===== src/rtl/psgr_pkg.sv =====
package psgr_pkg;
   // target selection held between bytes
   typedef struct packed {
      logic [1:0] chan;
      logic       is_att;
   } psgr_sel_t;

   localparam int BYTE_W     = 8;
   localparam int LO_FIELD_W = 4;   // payload width of a selecting byte
   localparam int HI_FIELD_W = 6;   // payload width of a continuation byte
   localparam int CHAN_W     = 2;
endpackage


===== src/rtl/psgr_decode.sv =====
module psgr_decode
   import psgr_pkg::*;
#(
   parameter int NUM_CH = 4,
   localparam int NUM_TONE = NUM_CH - 1
) (
   input  logic                clk,
   input  logic                rst,
   input  logic                wr_en,
   input  logic [BYTE_W-1:0]   wr_data,
   output logic [NUM_CH-1:0]   att_we,
   output logic [NUM_TONE-1:0] tone_lo_we,
   output logic [NUM_TONE-1:0] tone_hi_we,
   output logic                noise_we
);
   psgr_sel_t sel_q;
   psgr_sel_t cur_sel;
   logic      is_select;

   assign is_select = wr_data[BYTE_W-1];

   always_comb begin
      if (is_select) begin
         cur_sel.chan   = wr_data[6:5];
         cur_sel.is_att = wr_data[4];
      end else begin
         cur_sel = sel_q;
      end
   end

   always_ff @(posedge clk) begin
      if (rst) begin
         sel_q <= '0;
      end else if (wr_en && is_select) begin
         sel_q <= cur_sel;
      end
   end

   for (genvar c = 0; c < NUM_CH; c++) begin : g_att_we
      assign att_we[c] = wr_en && cur_sel.is_att &&
                         (cur_sel.chan == CHAN_W'(c));
   end

   for (genvar t = 0; t < NUM_TONE; t++) begin : g_tone_we
      logic hit;
      assign hit           = wr_en && !cur_sel.is_att &&
                             (cur_sel.chan == CHAN_W'(t));
      assign tone_lo_we[t] = hit && is_select;
      assign tone_hi_we[t] = hit && !is_select;
   end

   assign noise_we = wr_en && !cur_sel.is_att &&
                     (cur_sel.chan == CHAN_W'(NUM_CH-1));
endmodule


===== src/rtl/psgr_att_bank.sv =====
module psgr_att_bank
   import psgr_pkg::*;
#(
   parameter int NUM_CH = 4,
   parameter int ATT_W  = 4
) (
   input  logic                    clk,
   input  logic                    rst,
   input  logic [NUM_CH-1:0]       att_we,
   input  logic [BYTE_W-1:0]       wr_data,
   output logic [NUM_CH*ATT_W-1:0] att_flat
);
   for (genvar c = 0; c < NUM_CH; c++) begin : g_att
      logic [ATT_W-1:0] att_q;
      always_ff @(posedge clk) begin
         if (rst) begin
            att_q <= '1;
         end else if (att_we[c]) begin
            att_q <= wr_data[ATT_W-1:0];
         end
      end
      assign att_flat[c*ATT_W +: ATT_W] = att_q;
   end
endmodule


===== src/rtl/psgr_tone_bank.sv =====
module psgr_tone_bank
   import psgr_pkg::*;
#(
   parameter int NUM_TONE = 3,
   parameter int PERIOD_W = 10,
   localparam int UP_W = PERIOD_W - LO_FIELD_W
) (
   input  logic                         clk,
   input  logic                         rst,
   input  logic [NUM_TONE-1:0]          tone_lo_we,
   input  logic [NUM_TONE-1:0]          tone_hi_we,
   input  logic [BYTE_W-1:0]            wr_data,
   output logic [NUM_TONE*PERIOD_W-1:0] tone_flat
);
   for (genvar t = 0; t < NUM_TONE; t++) begin : g_tone
      logic [LO_FIELD_W-1:0] lo_q;
      logic [UP_W-1:0]       up_q;
      always_ff @(posedge clk) begin
         if (rst) begin
            lo_q <= '0;
         end else if (tone_lo_we[t]) begin
            lo_q <= wr_data[LO_FIELD_W-1:0];
         end
      end
      always_ff @(posedge clk) begin
         if (rst) begin
            up_q <= '0;
         end else if (tone_hi_we[t]) begin
            up_q <= wr_data[UP_W-1:0];
         end
      end
      assign tone_flat[t*PERIOD_W +: PERIOD_W] = {up_q, lo_q};
   end
endmodule


===== src/rtl/psgr_noise_reg.sv =====
module psgr_noise_reg
   import psgr_pkg::*;
#(
   parameter int NOISE_W = 3
) (
   input  logic               clk,
   input  logic               rst,
   input  logic               noise_we,
   input  logic [BYTE_W-1:0]  wr_data,
   output logic [NOISE_W-1:0] noise_ctrl,
   output logic               noise_reset
);
   always_ff @(posedge clk) begin
      if (rst) begin
         noise_ctrl  <= '0;
         noise_reset <= 1'b0;
      end else begin
         noise_reset <= noise_we;
         if (noise_we) begin
            noise_ctrl <= wr_data[NOISE_W-1:0];
         end
      end
   end
endmodule


===== src/rtl/psgr_regs.sv =====
module psgr_regs
   import psgr_pkg::*;
#(
   parameter int NUM_CH   = 4,
   parameter int ATT_W    = 4,
   parameter int PERIOD_W = 10,
   parameter int NOISE_W  = 3,
   localparam int NUM_TONE = NUM_CH - 1
) (
   input  logic                          clk,
   input  logic                          rst,
   input  logic                          wr_en,
   input  logic [BYTE_W-1:0]             wr_data,
   output logic [NUM_CH*ATT_W-1:0]       att_flat,
   output logic [NUM_TONE*PERIOD_W-1:0]  tone_flat,
   output logic [NOISE_W-1:0]            noise_ctrl,
   output logic                          noise_reset
);
   // elaboration-time parameter checks
   if (NUM_CH != (1 << CHAN_W)) begin : g_bad_ch
      $error("NUM_CH must match the 2-bit channel field");
   end
   if (ATT_W < 1 || ATT_W > LO_FIELD_W) begin : g_bad_att
      $error("ATT_W must be 1..4");
   end
   if (PERIOD_W <= LO_FIELD_W || PERIOD_W > LO_FIELD_W + HI_FIELD_W) begin : g_bad_per
      $error("PERIOD_W must be 5..10");
   end
   if (NOISE_W < 1 || NOISE_W > LO_FIELD_W) begin : g_bad_noise
      $error("NOISE_W must be 1..4");
   end

   logic [NUM_CH-1:0]   att_we;
   logic [NUM_TONE-1:0] tone_lo_we;
   logic [NUM_TONE-1:0] tone_hi_we;
   logic                noise_we;

   psgr_decode #(.NUM_CH(NUM_CH)) u_decode (
      .clk        (clk),
      .rst        (rst),
      .wr_en      (wr_en),
      .wr_data    (wr_data),
      .att_we     (att_we),
      .tone_lo_we (tone_lo_we),
      .tone_hi_we (tone_hi_we),
      .noise_we   (noise_we)
   );

   psgr_att_bank #(.NUM_CH(NUM_CH), .ATT_W(ATT_W)) u_att (
      .clk      (clk),
      .rst      (rst),
      .att_we   (att_we),
      .wr_data  (wr_data),
      .att_flat (att_flat)
   );

   psgr_tone_bank #(.NUM_TONE(NUM_TONE), .PERIOD_W(PERIOD_W)) u_tone (
      .clk        (clk),
      .rst        (rst),
      .tone_lo_we (tone_lo_we),
      .tone_hi_we (tone_hi_we),
      .wr_data    (wr_data),
      .tone_flat  (tone_flat)
   );

   psgr_noise_reg #(.NOISE_W(NOISE_W)) u_noise (
      .clk         (clk),
      .rst         (rst),
      .noise_we    (noise_we),
      .wr_data     (wr_data),
      .noise_ctrl  (noise_ctrl),
      .noise_reset (noise_reset)
   );
endmodule


===== config.mk =====
export PLATFORM = sky130hd
export DESIGN_NAME = psgr_regs
export DESIGN_NICKNAME = d
export VERILOG_FILES = /design/src/rtl/psgr_pkg.sv /design/src/rtl/psgr_decode.sv /design/src/rtl/psgr_att_bank.sv /design/src/rtl/psgr_tone_bank.sv /design/src/rtl/psgr_noise_reg.sv /design/src/rtl/psgr_regs.sv
export SDC_FILE = /design/constraint.sdc
export NUM_CORES = 1
export LEC_CHECK = 0
export BUFFER_PORTS_ARGS = -buffer_cell sky130_fd_sc_hd__buf_2
export CORE_MARGIN = 2
export CORE_UTILIZATION = 54
export CTS_BUF_LIST = sky130_fd_sc_hd__clkbuf_2
export DETAILED_ROUTE_END_ITERATION = 6
export PLACE_DENSITY = 0.92
export SYNTH_ARGS = -nofsm -noshare
export SYNTH_HDL_FRONTEND = slang
export SYNTH_SLANG_ARGS = --single-unit

===== constraint.sdc =====
create_clock -name clk -period 1.53 [get_ports clk]
set_input_delay 0.2295 -clock clk [delete_from_list [all_inputs] [get_ports clk]]
set_output_delay 0.2295 -clock clk [all_outputs]
set_load 0.05 [all_outputs]

### After elaboration in Yosys (flattened, before gate mapping)

Index checks and enable logic that the tools add are counted.

* eq/ne operators: 3
* reduce and logical (&&, ||, !) cells: 20
* muxes and demuxes: 1

Operators by type and width (count)
* logical AND 1 bit: 17
* == test 2 bit, second input constant: 2
* two-way mux 3 bit: 1
* == test 2 x 1 -> 1 bit, second input constant: 1
* zero test 1 bit: 2
* zero test 2 bit: 1

* input port bits: 11
* register bits after elaboration: 53
* word-level logic and storage cells: 38
* output and inout port bits: 50

### Longest topological paths before layout

* depth after elaboration: 5
* mapped depth: 6
* depth with buffers taken out: 3

### By module

A second synthesis with hierarchy kept.

* cells, all modules: 200
* area total of the unflattened synthesis: 2097.0 sq um

By module, submodules not included
* psgr_tone_bank: instances 1, cells each 99, area an instance 1066.0 sq um, sequential area each 600.6 sq um
* psgr_att_bank: instances 1, cells each 50, area an instance 583.1 sq um, sequential area each 320.3 sq um
* psgr_decode: instances 1, cells each 40, area an instance 320.3 sq um, sequential area each 60.1 sq um
* psgr_noise_reg: instances 1, cells each 11, area an instance 127.6 sq um, sequential area each 80.1 sq um

### Worst setup path after synthesis

No wires, ideal clock.

* path kind: reg2reg
* start: register u_decode.sel_q[2] (netlist bit)
* end: register u_tone.g_tone[1].up_q[0]
* setup slack: 0.228 ns
* path buffers: 1
* clock period less this slack: 1.302 ns
* library setup time: 0.132 ns
* required time: 1.398 ns
* stages on the path, launching flop included: 5
* arrival: 1.170 ns
* cell sequence: dfxtp_1 -> buf_6 -> or4b_4 -> o21ai_1 -> a21oi_1

* word-level cells in the longest chain between the ends: 4

Ends and longest elaborated chain
* start: declaration: RTL line psgr_decode.sv:16 `psgr_sel_t sel_q;`
* start signal: assignment: RTL line psgr_decode.sv:35 `sel_q <= cur_sel;`
* two-way mux 3 bit: RTL line psgr_decode.sv:23 `if (is_select) begin`
* == test 2 x 1 -> 1 bit: RTL line psgr_decode.sv:47 `(cur_sel.chan == CHAN_W'(t));`
* logical AND 1 bit: RTL line psgr_decode.sv:46 `assign hit = wr_en && !cur_sel.is_att &&`
* logical AND 1 bit: RTL line psgr_decode.sv:49 `assign tone_hi_we[t] = hit && !is_select;`
* end signal: assignment: RTL line psgr_tone_bank.sv:29 `up_q <= wr_data[UP_W-1:0];`
* end: declaration: RTL line psgr_tone_bank.sv:17 `logic [UP_W-1:0] up_q;`

No other way between the ends.
A chain may end at the register's enable or synchronous reset.

### Final worst setup path

* start: register u_decode.sel_q[0] (netlist bit)
* end: register u_att.g_att[3].att_q[0]

* word-level cells in the longest chain between the ends: 3

Ends and longest elaborated chain
* two-way mux 3 bit: RTL line psgr_decode.sv:23
* logical AND 1 bit (2 in series): RTL line psgr_decode.sv:40 `assign att_we[c] = wr_en && cur_sel.is_att &&`
* end signal: assignment: RTL line psgr_att_bank.sv:19 `att_q <= wr_data[ATT_W-1:0];`
* end: declaration: RTL line psgr_att_bank.sv:14 `logic [ATT_W-1:0] att_q;`

No other way between the ends.

==> impl_metrics.toml <==
[die]
core_area_um2 = 4090
die_height_um = 69.7
dieArea_um2 = 4850
top_level_ports = 61
rows = 23
die_w_um = 69.7
initial_core_util_pct = 57.0

[clock_network]
htree_levels = 2
cts_resized = 0
cts_setup_buffers = 0
clk_pin_slew_worst_paths_ns = 0.26
clock_path_buffers = 2
root_buffer = "clkbuf_2"
cts_buffers = 5
cts_sinks = 53
hold_buffers = 0
cts_tree = "yes"
insertion_delay_ns = 0.44

[detailed_routing]
dr.pass1.iters = 4
routed_wl_mm = 4.92
drc = 0
vias = 1863
viasPerCell = 5.46
drt_iter0_markers = 92
avgRoutedWirePerCell_um = 14.4
ant_nets = 0

[pwr]
power_density_nw_per_um2 = 873
p_leak_uw = 0.00120
ir_drop_mv = 0.588

[global_routing]
grt_pass1_vias = 1743
grt_overflow = 0
grt_max_degree = 62
grt_first_pass_wirelength_mm = 8.23
antenna_found_initial = 0
grt_usage_pct = 20.9

[hold_path]
hold_path_depth = 3
hp-class = "in2reg"
hp-start = "wr_data[2]"
worstHoldEndpoint = "u_tone.g_tone[2].up_q[2]"

[synthesis]
ys_seq_elements = 53
netlist_instances = 237
synth_nets = 248
ys_warn_count = 0
syn_area_um2 = 2330
synth_seq_area_share_pct = 45.6
syn_area_per_cell_um2 = 9.82
yosys.cell_types.count = 36

[timing]
grt_setup_unrepaired = "no"
relSlewSlack_pct = 75.8
slew_violations = 0
hold_viol = 0
skew_ns = 0.0186
period_share_pct = 91.6
setup_viol = 0
tns_ns = 0
fin_crit_ns = 1.40
max_freq_ghz = 0.713
worst_slew_pin_slew_ns = 0.362

[run]
cap_violations = 0

[cells_and_area]
diodes = 0
drive_above_1_share_pct = 30.9
layout_commonest_cell = "buf_2"
fin_nets = 301
syn2layout_area_growth_pct = 13.8
fillers = 344
seq_area_um2 = 1060
final_cell_mix = "buf_2, dfxtp_1, mux2i_1"
multiInputGateArea_um2 = 1140
fin_util_pct = 64.8
final_cells = 341

[critical_path]
end_kind = "flip-flop"
crit_path_max_fanout = 9
ff2ff_path_depth = 3
reg2reg_slack_ns = 0.13
start_kind = "flip-flop"
crit_type = "reg2reg"
r2r_start = "u_decode.sel_q[0]"
cp.arrival_ns = 1.78
required_ns = 1.90
r2r-end = "u_att.g_att[3].att_q[0]"

[placed_design]
dp_cells = 333
port_buffers = 60
hpwl_mm = 3.50
gp_congestion = 0.770

[status]
status = "finished clean"
## metrics by stage
stage / total power, uW / instance area [um2] / hold slack, ns / worst slack [ns]
2_1_floorplan: 1710 / 2330 / 0.377 / 0.228
3_3_place_gp: 1780 / 2600 / 0.457 / 0.124
3_5_place_dp: 1780 / 2600 / 0.462 / 0.0640
4_1_cts: 2330 / 2650 / 0.0567 / 0.0818
5_1_grt: 2410 / 2650 / 0.0206 / 0.0281
6_report: 2310 / 2650 / 0.0678 / 0.128
## critical path, stage by stage (launching register included)
cell and delay (ns):
dfxtp_1 0.58, mux2_2 0.27, a21boi_4 0.27, mux2i_1 0.22
## how the worst max path moves through the flow
stage / endpoint / slack [ns] / start
after floorplan: u_tone.g_tone[1].up_q[0] / 0.23 / u_decode.sel_q[2]
after global placement: u_noise.noise_ctrl[2] / 0.12 / wr_data[7]
after detailed placement: u_noise.noise_ctrl[0] / 0.06 / wr_data[7]
after CTS: u_att.g_att[1].att_q[1] / 0.08 / u_decode.sel_q[2]
after global routing: u_att.g_att[3].att_q[0] / 0.03 / u_decode.sel_q[0]
final: u_att.g_att[3].att_q[0] / 0.13 / u_decode.sel_q[0]
## Yosys cell counts
| cell type | n | share of area (%) |
|---|---|---|
| buf_6 | 4 | 1.9 |
| or2_2 | 1 | 0.27 |
| or3b_4 | 1 | 0.48 |
| nand2b_1 | 16 | 4.3 |
| a21boi_4 | 1 | 0.81 |
| o21bai_4 | 1 | 0.81 |
| a21oi_1 | 25 | 5.4 |
| mux2i_1 | 27 | 12 |
| buf_2 | 4 | 0.86 |
| buf_4 | 3 | 0.97 |
| o211ai_2 | 1 | 0.54 |
| dfxtp_1 | 53 | 46 |
| or2b_1 | 1 | 0.32 |
| nand4_1 | 1 | 0.27 |
| buf_8 | 1 | 0.64 |
| and3b_1 | 2 | 0.75 |
| o21ai_4 | 1 | 0.70 |
| nor2b_1 | 2 | 0.54 |
| nor2_1 | 22 | 3.5 |
| nand3_1 | 25 | 5.4 |
| nand3b_2 | 2 | 0.97 |
| mux2_2 | 1 | 0.48 |
| nand4b_4 | 1 | 1.0 |
| o21ai_1 | 15 | 3.2 |
| and4b_4 | 1 | 0.59 |
| nor3b_2 | 2 | 1.1 |
| and4bb_2 | 1 | 0.54 |
| nand2_1 | 4 | 0.64 |
| o21ai_0 | 7 | 1.5 |
| or4b_4 | 1 | 0.59 |
| mux2_4 | 1 | 0.64 |
| a21o_1 | 1 | 0.32 |
| nor4b_4 | 1 | 1.0 |
| nor3_4 | 1 | 0.70 |
| inv_1 | 1 | 0.16 |
| clkbuf_1 | 5 | 0.81 |
## report_power, final
group / total, uW / internal (uW) / switching [uW]
registers: 1430 / 1410 / 21.0
clock network: 553 / 124 / 429
logic: 325 / 100 / 225
## state kept, by name, indices dropped and copies added (netlist names)
name                 count
u_noise.noise_reset      1
u_decode.sel_q           3
u_att.g_att.att_q       16
u_tone.g_tone.lo_q      12
u_noise.noise_ctrl       3
u_tone.g_tone.up_q      18
## cell type report
type / count / share of cell area (%)
tap: 50 / 2.36
multi-input combinational: 166 / 43.1
sequential: 53 / 40.1
inverter: 1 / 0.142
timing repair buffer: 63 / 12.7
clock buffer: 6 / 1.13
clock inverter: 2 / 0.520
## logic make-up after synthesis
family,synth area share [%]
AOI/OAI and AO/OA,13.3
muxes,12.7
and+or+nand+nor,23.0
DFF,45.6
buffers and inverters,5.38
## metal layers
metal	global-route usage, %	vias to the layer above	part of all wire, %
met5	0	-	0
met4	5.56	0	1.0
met3	6.10	5	6.4
met2	34.6	53	48
met1	26.7	866	44
li1	-	939	-
Power figures use the tool's default switching activity.
